## config.mk

```make
export PLATFORM = sky130hd
export DESIGN_NAME = irq_vector_arbiter
export DESIGN_NICKNAME = d
export VERILOG_FILES = /design/src/rtl/irq_arb_pkg.sv /design/src/rtl/irq_req_bank.sv /design/src/rtl/lowest_line_pick.sv /design/src/rtl/ack_vector_unit.sv /design/src/rtl/irq_vector_arbiter.sv
export SDC_FILE = /design/constraint.sdc
export NUM_CORES = 1
export LEC_CHECK = 0
export ABC_AREA = 1
export BUFFER_PORTS_ARGS = -buffer_cell sky130_fd_sc_hd__buf_4
export CORE_MARGIN = 2
export CORE_UTILIZATION = 49
export CTS_BUF_LIST = sky130_fd_sc_hd__clkbuf_4
export CTS_CLUSTER_SIZE = 20
export DETAILED_ROUTE_END_ITERATION = 16
export PLACE_DENSITY = 0.94
export RECOVER_POWER = 25
export SETUP_SLACK_MARGIN = 0.15
export SLEW_MARGIN = 10
export SYNTH_ARGS = -nofsm -noshare
export SYNTH_HDL_FRONTEND = slang
export SYNTH_SLANG_ARGS = --single-unit
```

## constraint.sdc

```tcl
create_clock -name clk -period 3.44 [get_ports clk]
set_clock_uncertainty 0.15 [all_clocks]
set_input_delay 0.172 -clock clk [delete_from_list [all_inputs] [get_ports clk]]
set_output_delay 0.172 -clock clk [all_outputs]
set_load 0.02 [all_outputs]
```

## src/rtl/irq_arb_pkg.sv

```systemverilog
package irq_arb_pkg;

  localparam int LINE_MAX = 16;
  localparam int BASE_W   = 9;
  localparam int IDX_W    = 4;
  localparam int VEC_W    = 10;

  typedef enum logic [1:0] {
    ACK_NONE = 2'd0,
    ACK_IN   = 2'd1,
    ACK_OUT  = 2'd2
  } ack_kind_e;

  // Base with its two low bits forced to zero (4-byte aligned).
  function automatic logic [VEC_W-1:0] aligned_base(input logic [BASE_W-1:0] base);
    return {1'b0, base[BASE_W-1:2], 2'b00};
  endfunction

  // Vector = aligned base + 8 * line, plus 4 for the transmit side.
  function automatic logic [VEC_W-1:0] vec_calc(input logic [BASE_W-1:0] base,
                                                input logic [IDX_W-1:0]  line,
                                                input logic              tx_side);
    logic [VEC_W-1:0] slot;
    logic [VEC_W-1:0] side_off;
    slot     = {3'b000, line, 3'b000};
    side_off = tx_side ? VEC_W'(4) : VEC_W'(0);
    return aligned_base(base) + slot + side_off;
  endfunction

endpackage

```

## src/rtl/irq_req_bank.sv

```systemverilog
module irq_req_bank
  import irq_arb_pkg::*;
#(
  parameter int NLINES       = 16,
  parameter int ACTIVE_LINES = 12
) (
  input  logic              clk,
  input  logic              rst_n,
  input  logic [NLINES-1:0] set_i,
  input  logic [NLINES-1:0] clr_i,
  input  logic [NLINES-1:0] ack_clr_i,
  output logic [NLINES-1:0] pend_o
);

  for (genvar i = 0; i < NLINES; i++) begin : g_line
    if (i < ACTIVE_LINES) begin : g_live
      logic pend_q;
      logic pend_d;

      // Acknowledge clear wins; otherwise set wins over clear.
      always_comb begin
        if (ack_clr_i[i])      pend_d = 1'b0;
        else if (set_i[i])     pend_d = 1'b1;
        else if (clr_i[i])     pend_d = 1'b0;
        else                   pend_d = pend_q;
      end

      always_ff @(posedge clk) begin
        if (!rst_n) pend_q <= 1'b0;
        else        pend_q <= pend_d;
      end

      assign pend_o[i] = pend_q;

      // a set not overridden by an acknowledge always lands
      p_set_wins_r8: assert property (@(posedge clk) disable iff (!rst_n)
        (set_i[i] && !ack_clr_i[i]) |=> pend_o[i]);

      // the acknowledged line is empty afterwards
      p_ack_drops_r9: assert property (@(posedge clk) disable iff (!rst_n)
        ack_clr_i[i] |=> !pend_o[i]);

      // with no event the bit holds
      p_hold_r2: assert property (@(posedge clk) disable iff (!rst_n)
        (!set_i[i] && !clr_i[i] && !ack_clr_i[i]) |=> $stable(pend_o[i]));
    end else begin : g_absent
      assign pend_o[i] = 1'b0;
    end
  end

endmodule

```

## src/rtl/lowest_line_pick.sv

```systemverilog
module lowest_line_pick
  import irq_arb_pkg::*;
#(
  parameter int NLINES = 16
) (
  input  logic [NLINES-1:0] req_i,
  output logic [NLINES-1:0] onehot_o,
  output logic [IDX_W-1:0]  idx_o,
  output logic              any_o
);

  // Isolate the lowest set bit: req & -req.
  assign onehot_o = req_i & (~req_i + NLINES'(1));
  assign any_o    = |req_i;

  always_comb begin
    idx_o = '0;
    for (int i = 0; i < NLINES; i++) begin
      if (onehot_o[i]) idx_o = idx_o | IDX_W'(i);
    end
  end

endmodule

```

## src/rtl/ack_vector_unit.sv

```systemverilog
module ack_vector_unit
  import irq_arb_pkg::*;
#(
  parameter int NLINES = 16
) (
  input  logic              clk,
  input  logic              rst_n,
  input  logic              in_ack_i,
  input  logic              out_ack_i,
  input  logic [BASE_W-1:0] base_i,
  input  logic              in_any_i,
  input  logic [IDX_W-1:0]  in_idx_i,
  input  logic [NLINES-1:0] in_onehot_i,
  input  logic              out_any_i,
  input  logic [IDX_W-1:0]  out_idx_i,
  input  logic [NLINES-1:0] out_onehot_i,
  output logic [NLINES-1:0] in_clr_o,
  output logic [NLINES-1:0] out_clr_o,
  output logic [VEC_W-1:0]  vec_o,
  output logic              vec_valid_o
);

  ack_kind_e        kind;
  logic [VEC_W-1:0] vec_d;

  // Input side has priority when both strobes coincide.
  always_comb begin
    if (in_ack_i)       kind = ACK_IN;
    else if (out_ack_i) kind = ACK_OUT;
    else                kind = ACK_NONE;
  end

  assign in_clr_o  = (kind == ACK_IN)  ? in_onehot_i  : '0;
  assign out_clr_o = (kind == ACK_OUT) ? out_onehot_i : '0;

  always_comb begin
    unique case (kind)
      ACK_IN:  vec_d = in_any_i  ? vec_calc(base_i, in_idx_i, 1'b0)  : '0;
      ACK_OUT: vec_d = out_any_i ? vec_calc(base_i, out_idx_i, 1'b1) : '0;
      default: vec_d = vec_o;
    endcase
  end

  always_ff @(posedge clk) begin
    if (!rst_n) begin
      vec_o       <= '0;
      vec_valid_o <= 1'b0;
    end else begin
      vec_o       <= vec_d;
      vec_valid_o <= (kind != ACK_NONE);
    end
  end

  // every acknowledge yields a valid pulse
  p_valid_after_ack_r3: assert property (@(posedge clk) disable iff (!rst_n)
    (in_ack_i || out_ack_i) |=> vec_valid_o);

  // no acknowledge, no valid, vector held
  p_valid_idle_r12: assert property (@(posedge clk) disable iff (!rst_n)
    !(in_ack_i || out_ack_i) |=> (!vec_valid_o && $stable(vec_o)));

  // empty side returns zero
  p_empty_zero_r6: assert property (@(posedge clk) disable iff (!rst_n)
    (in_ack_i && !in_any_i) |=> (vec_o == '0));

  // input vectors sit on an 8-byte slot of the aligned base
  p_in_slot_r3: assert property (@(posedge clk) disable iff (!rst_n)
    (in_ack_i && in_any_i) |=>
      (((vec_o - aligned_base($past(base_i))) & VEC_W'(7)) == VEC_W'(0)));

  // output vectors sit 4 above the slot
  p_out_slot_r5: assert property (@(posedge clk) disable iff (!rst_n)
    (out_ack_i && !in_ack_i && out_any_i) |=>
      (((vec_o - aligned_base($past(base_i))) & VEC_W'(7)) == VEC_W'(4)));

  // at most one line of one side is cleared per cycle
  p_single_clear_r10: assert property (@(posedge clk) disable iff (!rst_n)
    $onehot0({in_clr_o, out_clr_o}));

endmodule

```

## src/rtl/irq_vector_arbiter.sv

```systemverilog
module irq_vector_arbiter
  import irq_arb_pkg::*;
#(
  parameter int NLINES       = 16,
  parameter int ACTIVE_LINES = 12
) (
  input  logic              clk,
  input  logic              rst_n,
  input  logic [NLINES-1:0] rx_set,
  input  logic [NLINES-1:0] rx_clr,
  input  logic [NLINES-1:0] ds_set,
  input  logic [NLINES-1:0] ds_clr,
  input  logic [NLINES-1:0] tx_set,
  input  logic [NLINES-1:0] tx_clr,
  input  logic [8:0]        vec_base,
  input  logic              in_ack,
  input  logic              out_ack,
  output logic              in_irq,
  output logic              out_irq,
  output logic [9:0]        vec_out,
  output logic              vec_valid
);

  localparam logic [NLINES-1:0] ACT_MASK = (ACTIVE_LINES >= NLINES) ? '1 :
                                           NLINES'((64'd1 << ACTIVE_LINES) - 64'd1);

  logic [NLINES-1:0] rx_pend, ds_pend, tx_pend;
  logic [NLINES-1:0] in_req;
  logic [NLINES-1:0] in_onehot, out_onehot;
  logic [IDX_W-1:0]  in_idx, out_idx;
  logic              in_any, out_any;
  logic [NLINES-1:0] in_clr, out_clr;

  irq_req_bank #(.NLINES(NLINES), .ACTIVE_LINES(ACTIVE_LINES)) u_rx_bank (
    .clk(clk), .rst_n(rst_n), .set_i(rx_set), .clr_i(rx_clr),
    .ack_clr_i(in_clr), .pend_o(rx_pend));

  irq_req_bank #(.NLINES(NLINES), .ACTIVE_LINES(ACTIVE_LINES)) u_ds_bank (
    .clk(clk), .rst_n(rst_n), .set_i(ds_set), .clr_i(ds_clr),
    .ack_clr_i(in_clr), .pend_o(ds_pend));

  irq_req_bank #(.NLINES(NLINES), .ACTIVE_LINES(ACTIVE_LINES)) u_tx_bank (
    .clk(clk), .rst_n(rst_n), .set_i(tx_set), .clr_i(tx_clr),
    .ack_clr_i(out_clr), .pend_o(tx_pend));

  assign in_req = rx_pend | ds_pend;

  lowest_line_pick #(.NLINES(NLINES)) u_in_pick (
    .req_i(in_req), .onehot_o(in_onehot), .idx_o(in_idx), .any_o(in_any));

  lowest_line_pick #(.NLINES(NLINES)) u_out_pick (
    .req_i(tx_pend), .onehot_o(out_onehot), .idx_o(out_idx), .any_o(out_any));

  ack_vector_unit #(.NLINES(NLINES)) u_vec (
    .clk(clk), .rst_n(rst_n),
    .in_ack_i(in_ack), .out_ack_i(out_ack), .base_i(vec_base),
    .in_any_i(in_any), .in_idx_i(in_idx), .in_onehot_i(in_onehot),
    .out_any_i(out_any), .out_idx_i(out_idx), .out_onehot_i(out_onehot),
    .in_clr_o(in_clr), .out_clr_o(out_clr),
    .vec_o(vec_out), .vec_valid_o(vec_valid));

  assign in_irq  = in_any;
  assign out_irq = out_any;

  // a set on a live line without an input acknowledge raises in_irq
  p_in_rise_r2: assert property (@(posedge clk) disable iff (!rst_n)
    ((|((rx_set | ds_set) & ACT_MASK)) && !in_ack) |=> in_irq);

  // transmit set without output service raises out_irq
  p_out_rise_r2: assert property (@(posedge clk) disable iff (!rst_n)
    ((|(tx_set & ACT_MASK)) && !out_ack) |=> out_irq);

  // sets on absent lines cannot wake an idle input side
  p_absent_quiet_r7: assert property (@(posedge clk) disable iff (!rst_n)
    (!in_irq && !(|((rx_set | ds_set) & ACT_MASK))) |=> !in_irq);

  // out_ack beside in_ack leaves transmit requests pending
  p_out_deferred_r10: assert property (@(posedge clk) disable iff (!rst_n)
    (in_ack && out_ack && out_irq && !(|tx_clr)) |=> out_irq);

endmodule

```

==> impl_results.md, run 1 <==
* Clock sink count at 45
* Die Span Y at 78.4 µm
* # setup viols final at 0
* Fmax at 346 MHz
* Final net count at 693
* Worst-Skew Late Latency at 0.36 ns
* Residual DRC at 0
* Final period util at 0.840
* CTS tree: done
* Number of flops mapped to enable cells by yosys at 0
* Initial DRC Count at 257
* CP Capture Type: flop
* Total power divided by cell area at 343 nW/µm²
* Worst setup path end: u_vec.vec_o[7]
* 1st-pass router iterations at 5
* Sequential power share at 0.407
* RSZ-0062 raised after global routing: no
* Initial Util at 0.501
* GRT Total Usage at 0.327
* Max_cap viols at 0
* Io pins at 122
* Cell with the most instances after synthesis: inv_1
* Critical path data required time at 3.57 ns
* # Post-CTS Setup Buffers at 0
* Slew Viols, Final at 0
* Worst-path clk slew at 0.14 ns
* Register bit total from synthesis at 45
* Root buffer cell: clkbuf_4
* Power Internal at 1.01 mW
* N_diodes at 0
* Detailed placer's ending HPWL at 5480 µm
* Synth Cell Area at 2710 µm²
* Pleak at 2.22 nW
* Die X at 78.4 µm
* Number of global-route vias before repair at 3699
* Crit Path Class: reg2reg
* Port bufs at 93
* Post-synthesis cell type count at 39
* Vias/cell at 5.34
* CP top delay family: simple AND/OR/NAND/NOR gates
* CP max stage cell: fa_1
* Synth Flop Type: dfxtp_1
* Reg2reg end: u_vec.vec_o[7]
* R2r startpoint: u_rx_bank.g_line[1].g_live.pend_q
* GRT overflow at 0
* Syn Inst Count at 409
* CP max stage delay at 0.41 ns
* Net Sw Frac at 0.307
* Most instantiated cells after synthesis: inv_1 (74), nor2_1 (73), nand2_1 (69), dfxtp_1 (45), a21oi_1 (35)
* Via Count at 3454
* Cell Chain, Critical Path: nor2_1 > nand2_2 > nor2_8 > nand2_4 > nor2_4 > o21ai_1 > nand4_1 > ha_1 > inv_1 > fa_1 > nand3b_1 > nand2_1 > nand2_1 > nand4_1 > nand3_1 > nand2_1 > inv_1
* Antenna violations before repair at 0
* ANT nets after route at 0
* Sequential area share after synthesis at 0.333
* Critical path origin: u_rx_bank.g_line[1].g_live.pend_q
* Final worst path period need at 2.89 ns
* Total die area at 6140 µm²
* Ranking of synthesized cells by area: dfxtp_1 (33%), inv_1 (10%), nor2_1 (10%)
* DR WL/cell at 14.8 µm
* Worst-case clock buffer depth at 2
* CP max FO at 5
* Synth top area share at 0.333
* CP arrival at 3.02 ns
* H-tree depth at 2
* Yosys warns at 0
* GP Congestion at 0.850
* Synth-to-Final Area Change at 56.3%
* Row cnt at 27
* Setup total negative slack at 0 ns
* Hold WS at -0.00397 ns
* Peak VDD IR at 0.211 mV
* Worst hold path class: in2reg
* Worst reg-to-reg setup slack at 0.55 ns
* Total CTS buffers at 5
* Syn Area/Cell at 6.62 µm²
* Fraction of registers with async set/reset at 0
* First-pass GRT wire length at 15800 µm
* Gate power share at 0.314
* Core Area at 5410 µm²
* Layout cells sized above 1 at 0.198
* Clk pwr share at 0.279
* Final Routed Wirelength at 9590 µm
* Failing checks: negative hold slack
* CP Launch Type: flop
* Largest net degree at the start of global routing at 27
* Reg2reg path depth at 17
* Leading area contributor after synthesis: dfxtp_1
* Final Hold Viols at 1
* CP Buf/Inv Count at 2
* Crit path depth at 17
* NetSw at 0.447 mW
* Cell mode on critical path: nand2_1
* Status: finished with violations
[registers in the layout, summed over array words and instances, names as in the netlist]
signal	flops
u_tx_bank.g_line.g_live.pend_q	12
u_vec.vec_valid_o	1
u_vec.vec_o	8
u_rx_bank.g_line.g_live.pend_q	12
u_ds_bank.g_line.g_live.pend_q	12
[cells in the final DEF, fill, tap and decap left out, drive strengths merged, types with 2 or more instances in the layout]
cell type / Yosys / final
nand4: 7 / 7
o211ai: 4 / 4
a21oi: 35 / 35
xnor2: 2 / 2
o31ai: 4 / 4
nand2: 74 / 74
nand3b: 6 / 6
xor2: 2 / 2
bufinv: 0 / 2
clkbuf: 2 / 17
nor3: 7 / 7
nand3: 21 / 21
dfxtp: 45 / 45
nor2: 81 / 81
o21ai: 16 / 16
ha: 8 / 8
o221ai: 3 / 3
buf: 4 / 81
conb: 1 / 2
dlygate4sd3: 0 / 70
fa: 2 / 2
inv: 78 / 78
[power by group through the flow]
stage,logic (mW),clock network [mW],registers (mW)
floorplan,0.219,0,0.606
CTS,0.441,0.405,0.588
global route,0.500,0.425,0.594
detailed placement,0.368,0,0.600
finish,0.456,0.406,0.591
global placement,0.359,0,0.597
[how the worst min path moves through the flow]
stage                          from                                  to  depth (start not counted)
after floorplan               rst_n  u_ds_bank.g_line[10].g_live.pend_q                          2
after global placement    rx_set[9]   u_rx_bank.g_line[9].g_live.pend_q                          3
after detailed placement  ds_set[1]   u_ds_bank.g_line[1].g_live.pend_q                          3
after CTS                    in_ack   u_ds_bank.g_line[3].g_live.pend_q                          4
after global routing      tx_clr[4]   u_tx_bank.g_line[4].g_live.pend_q                          4
final                     tx_clr[1]   u_tx_bank.g_line[1].g_live.pend_q                          4
[final cells by class]
class / instances / area [µm²]
well taps: 72 / 90.1
clock inverters: 3 / 65.1
fillers: 374 / 1170
flip-flops and latches: 45 / 901
inverters: 78 / 293
repair buffers: 163 / 1360
clock buffers: 5 / 37.5
multi-input cells: 281 / 1490
[what timing repair did]
item                                   4_1_cts  5_1_grt
hold buffers                                69        1
resized for setup                            0        0
endpoints found under the hold margin       38        1
[metrics by stage]
step | std cells | setup WS [ns] | total power [mW] | utilization | area, µm²
final | 647 | 0.550 | 1.45 | 0.783 | 4230
after CTS | 646 | 0.665 | 1.43 | 0.788 | 4260
after global routing | 647 | 0.369 | 1.52 | 0.783 | 4230
after detailed placement | 569 | 0.710 | 0.968 | 0.642 | 3470
after global placement | 569 | 0.761 | 0.957 | 0.642 | 3470
after floorplan | 410 | 0.944 | 0.825 | - | 2710
[worst register-to-register path, delay by kind of cell, from the launching register on]
family	cells	cell delay (ns)
AO/OA/AOI/OAI	1	0.13
flip-flops	1	0.37
AND/OR/NAND/NOR	12	1.47
buffers and inverters	2	0.09
adder cells (fa/ha/maj)	2	0.60
[per-layer routing]
| layer | up-vias | part of all wire | track usage |
|---|---|---|---|
| li1 | 1629 | - | - |
| met1 | 1546 | 0.34 | 0.309 |
| met2 | 208 | 0.53 | 0.631 |
| met3 | 71 | 0.064 | 0.0586 |
| met4 | 0 | 0.062 | 0.225 |
| met5 | - | 0 | 0 |
[cell families after synthesis]
logic type	share of synthesized area
flops	0.333
other cells	0.00138
simple gates	0.334
xor+xnor	0.0129
compound gates	0.147
fa+ha+maj	0.0517
buf+inv	0.120
Note: power is estimated with default switching activity, not from simulation.
==> run 2, diff against run 1 <==
clock period = 2.97 ns   (was 3.44 ns; I/O delays follow)
==> run 2 against run 1 <==
  * The flow now finishes without violations
  * Clock power rose by 17%
  * Via count rose by 11%
  * Combinational power rose by 31%
  * Final area rose by 5.0%
  * Count of clock-buffer cells in the layout did not move
==> impl_results.md, run 2 (synthesis results as in run 1) <==
* Max_cap viols at 0
* Die X at 78.4 µm
* Layout Utilization at 0.823
* Vias/cell at 5.77
* Cell Chain, Critical Path: nor2_2 > nand2_4 > nor2_8 > nand2_4 > nor2_4 > o21ai_1 > nand4_1 > ha_2 > inv_1 > fa_2 > nand3b_1 > nand2_1 > nand2_1 > nand4_1 > nand3_1 > nand2_1 > inv_1
* GRT overflow at 0
* CP max stage delay at 0.36 ns
* Final worst path period need at 2.81 ns
* Power Internal at 1.19 mW
* CP Capture Type: flop
* Status: finished clean
* 1st-pass router iterations at 10
* Net Sw Frac at 0.324
* Top flop regs: u_ds_bank.g_line.g_live.pend_q (12), u_rx_bank.g_line.g_live.pend_q (12), u_tx_bank.g_line.g_live.pend_q (12)
* CP max stage cell: dfxtp_2
* Most common cell after layout, fill and taps aside: buf_4
* GRT Total Usage at 0.346
* Final net count at 709
* GP Congestion at 0.862
* Gate power share at 0.339
* ANT nets after route at 0
* Initial DRC Count at 505
* Clk pwr share at 0.268
* Detailed placer's ending HPWL at 5560 µm
* Worst-case clock buffer depth at 2
* Via Count at 3834
* Worst-path clk slew at 0.15 ns
* CP Buf/Inv Count at 2
* Total CTS buffers at 5
* Die Span Y at 78.4 µm
* Setup total negative slack at 0 ns
* Final period util at 0.946
* Total power divided by cell area at 397 nW/µm²
* Row cnt at 27
* Clock sink count at 45
* Worst hold path class: in2reg
* Final Hold Viols at 0
* Slew HR at 0.663
* Cell mode on critical path: nand2_1
* CP arrival at 2.94 ns
* Port bufs at 93
* CP Launch Type: flop
* Antenna violations before repair at 1
* DR WL/cell at 18.0 µm
* Slew @ Worst Pin at 0.505 ns
* Io pins at 122
* Fmax at 356 MHz
* First-pass GRT wire length at 16500 µm
* CTS tree: done
* Fin area at 4450 µm²
* H-tree depth at 2
* Residual DRC at 0
* CP max FO at 4
* Layout cells sized above 1 at 0.232
* Core Area at 5410 µm²
* Final Routed Wirelength at 12000 µm
* CP top delay family: simple AND/OR/NAND/NOR gates
* Peak VDD IR at 0.281 mV
* RSZ-0062 raised after global routing: no
* # setup viols final at 0
* Sequential power share at 0.393
* Synth-to-Final Area Change at 64.2%
* Largest net degree at the start of global routing at 27
* Critical path data required time at 3.10 ns
* Number of global-route vias before repair at 3724
* Commonest cells after routing, fill and taps aside: buf_4 (87), dlygate4sd3_1 (79), inv_1 (73), nor2_1 (68), nand2_1 (68)
* Worst-Skew Late Latency at 0.37 ns
* Pleak at 2.31 nW
* Layout fillers at 290
* Slew Viols, Final at 0
* Initial Util at 0.501
* Crit Path Class: reg2reg
* Area post-placement at 3470 µm²
* Total die area at 6140 µm²
* NetSw at 0.572 mW
* Root buffer cell: clkbuf_4
-- run 2: final timing paths --
kind                                          start              to  slack [ns]  depth (start not counted)
setup / recovery  u_rx_bank.g_line[3].g_live.pend_q  u_vec.vec_o[7]        0.16                         17
hold reg to reg                      u_vec.vec_o[9]  u_vec.vec_o[9]        0.33                          2
setup reg to reg  u_rx_bank.g_line[3].g_live.pend_q  u_vec.vec_o[7]        0.16                         17
hold / removal                          vec_base[8]  u_vec.vec_o[9]        0.03                          5
-- run 2: timing repair --
action,4_1_cts,5_1_grt
hold endpoints to repair,39,0
resized for setup,0,24
hold buffers,79,0
setup endpoints to repair,0,4
setup buffers,0,7
-- run 2: worst reg2reg max path: cells and delay by family (launching register included) --
kind,cells,cell delay [ns]
and+or+nand+nor,12,1.42
adders and majority gates,2,0.59
DFF,1,0.36
AOI/OAI and AO/OA,1,0.11
buffers and inverters,2,0.09
-- run 2: power by group through the flow --
stage / logic, mW / registers [mW] / clock network, mW
after global routing: 0.641 / 0.697 / 0.487
after global placement: 0.415 / 0.692 / 0
after detailed placement: 0.428 / 0.694 / 0
after floorplan: 0.253 / 0.702 / 0
final: 0.599 / 0.694 / 0.473
after CTS: 0.523 / 0.680 / 0.462
-- run 2: area by class of cell --
| class | count | area, µm² | area share |
|---|---|---|---|
| tap | 72 | 90.1 | 0.0203 |
| inverter | 78 | 293 | 0.0658 |
| multi-input combinational | 281 | 1550 | 0.347 |
| timing repair buffer | 179 | 1500 | 0.338 |
| clock buffer | 5 | 37.5 | 0.00844 |
| antenna | 1 | 2.50 | 0.000563 |
| clock inverter | 3 | 65.1 | 0.0146 |
| sequential | 45 | 910 | 0.205 |
-- run 2: per-stage QoR --
| stage | hold WS [ns] | worst slack, ns | std cells | power (mW) |
|---|---|---|---|---|
| 6_report | 0.0301 | 0.162 | 664 | 1.77 |
| 5_1_grt | 0.0397 | 0.0315 | 664 | 1.83 |
| 4_1_cts | 0.00602 | 0.213 | 656 | 1.67 |
| 3_5_place_dp | 0.224 | 0.252 | 569 | 1.12 |
| 3_3_place_gp | 0.216 | 0.294 | 569 | 1.11 |
| 2_1_floorplan | 0.122 | 0.474 | 410 | 0.956 |
-- run 2: layer usage --
layer	vias to the layer above	track usage	wire length [µm]
met4	0	0.240	999
li1	1664	-	-
met3	115	0.0690	1210
met5	-	0	0
met1	1691	0.338	3910
met2	364	0.650	5850
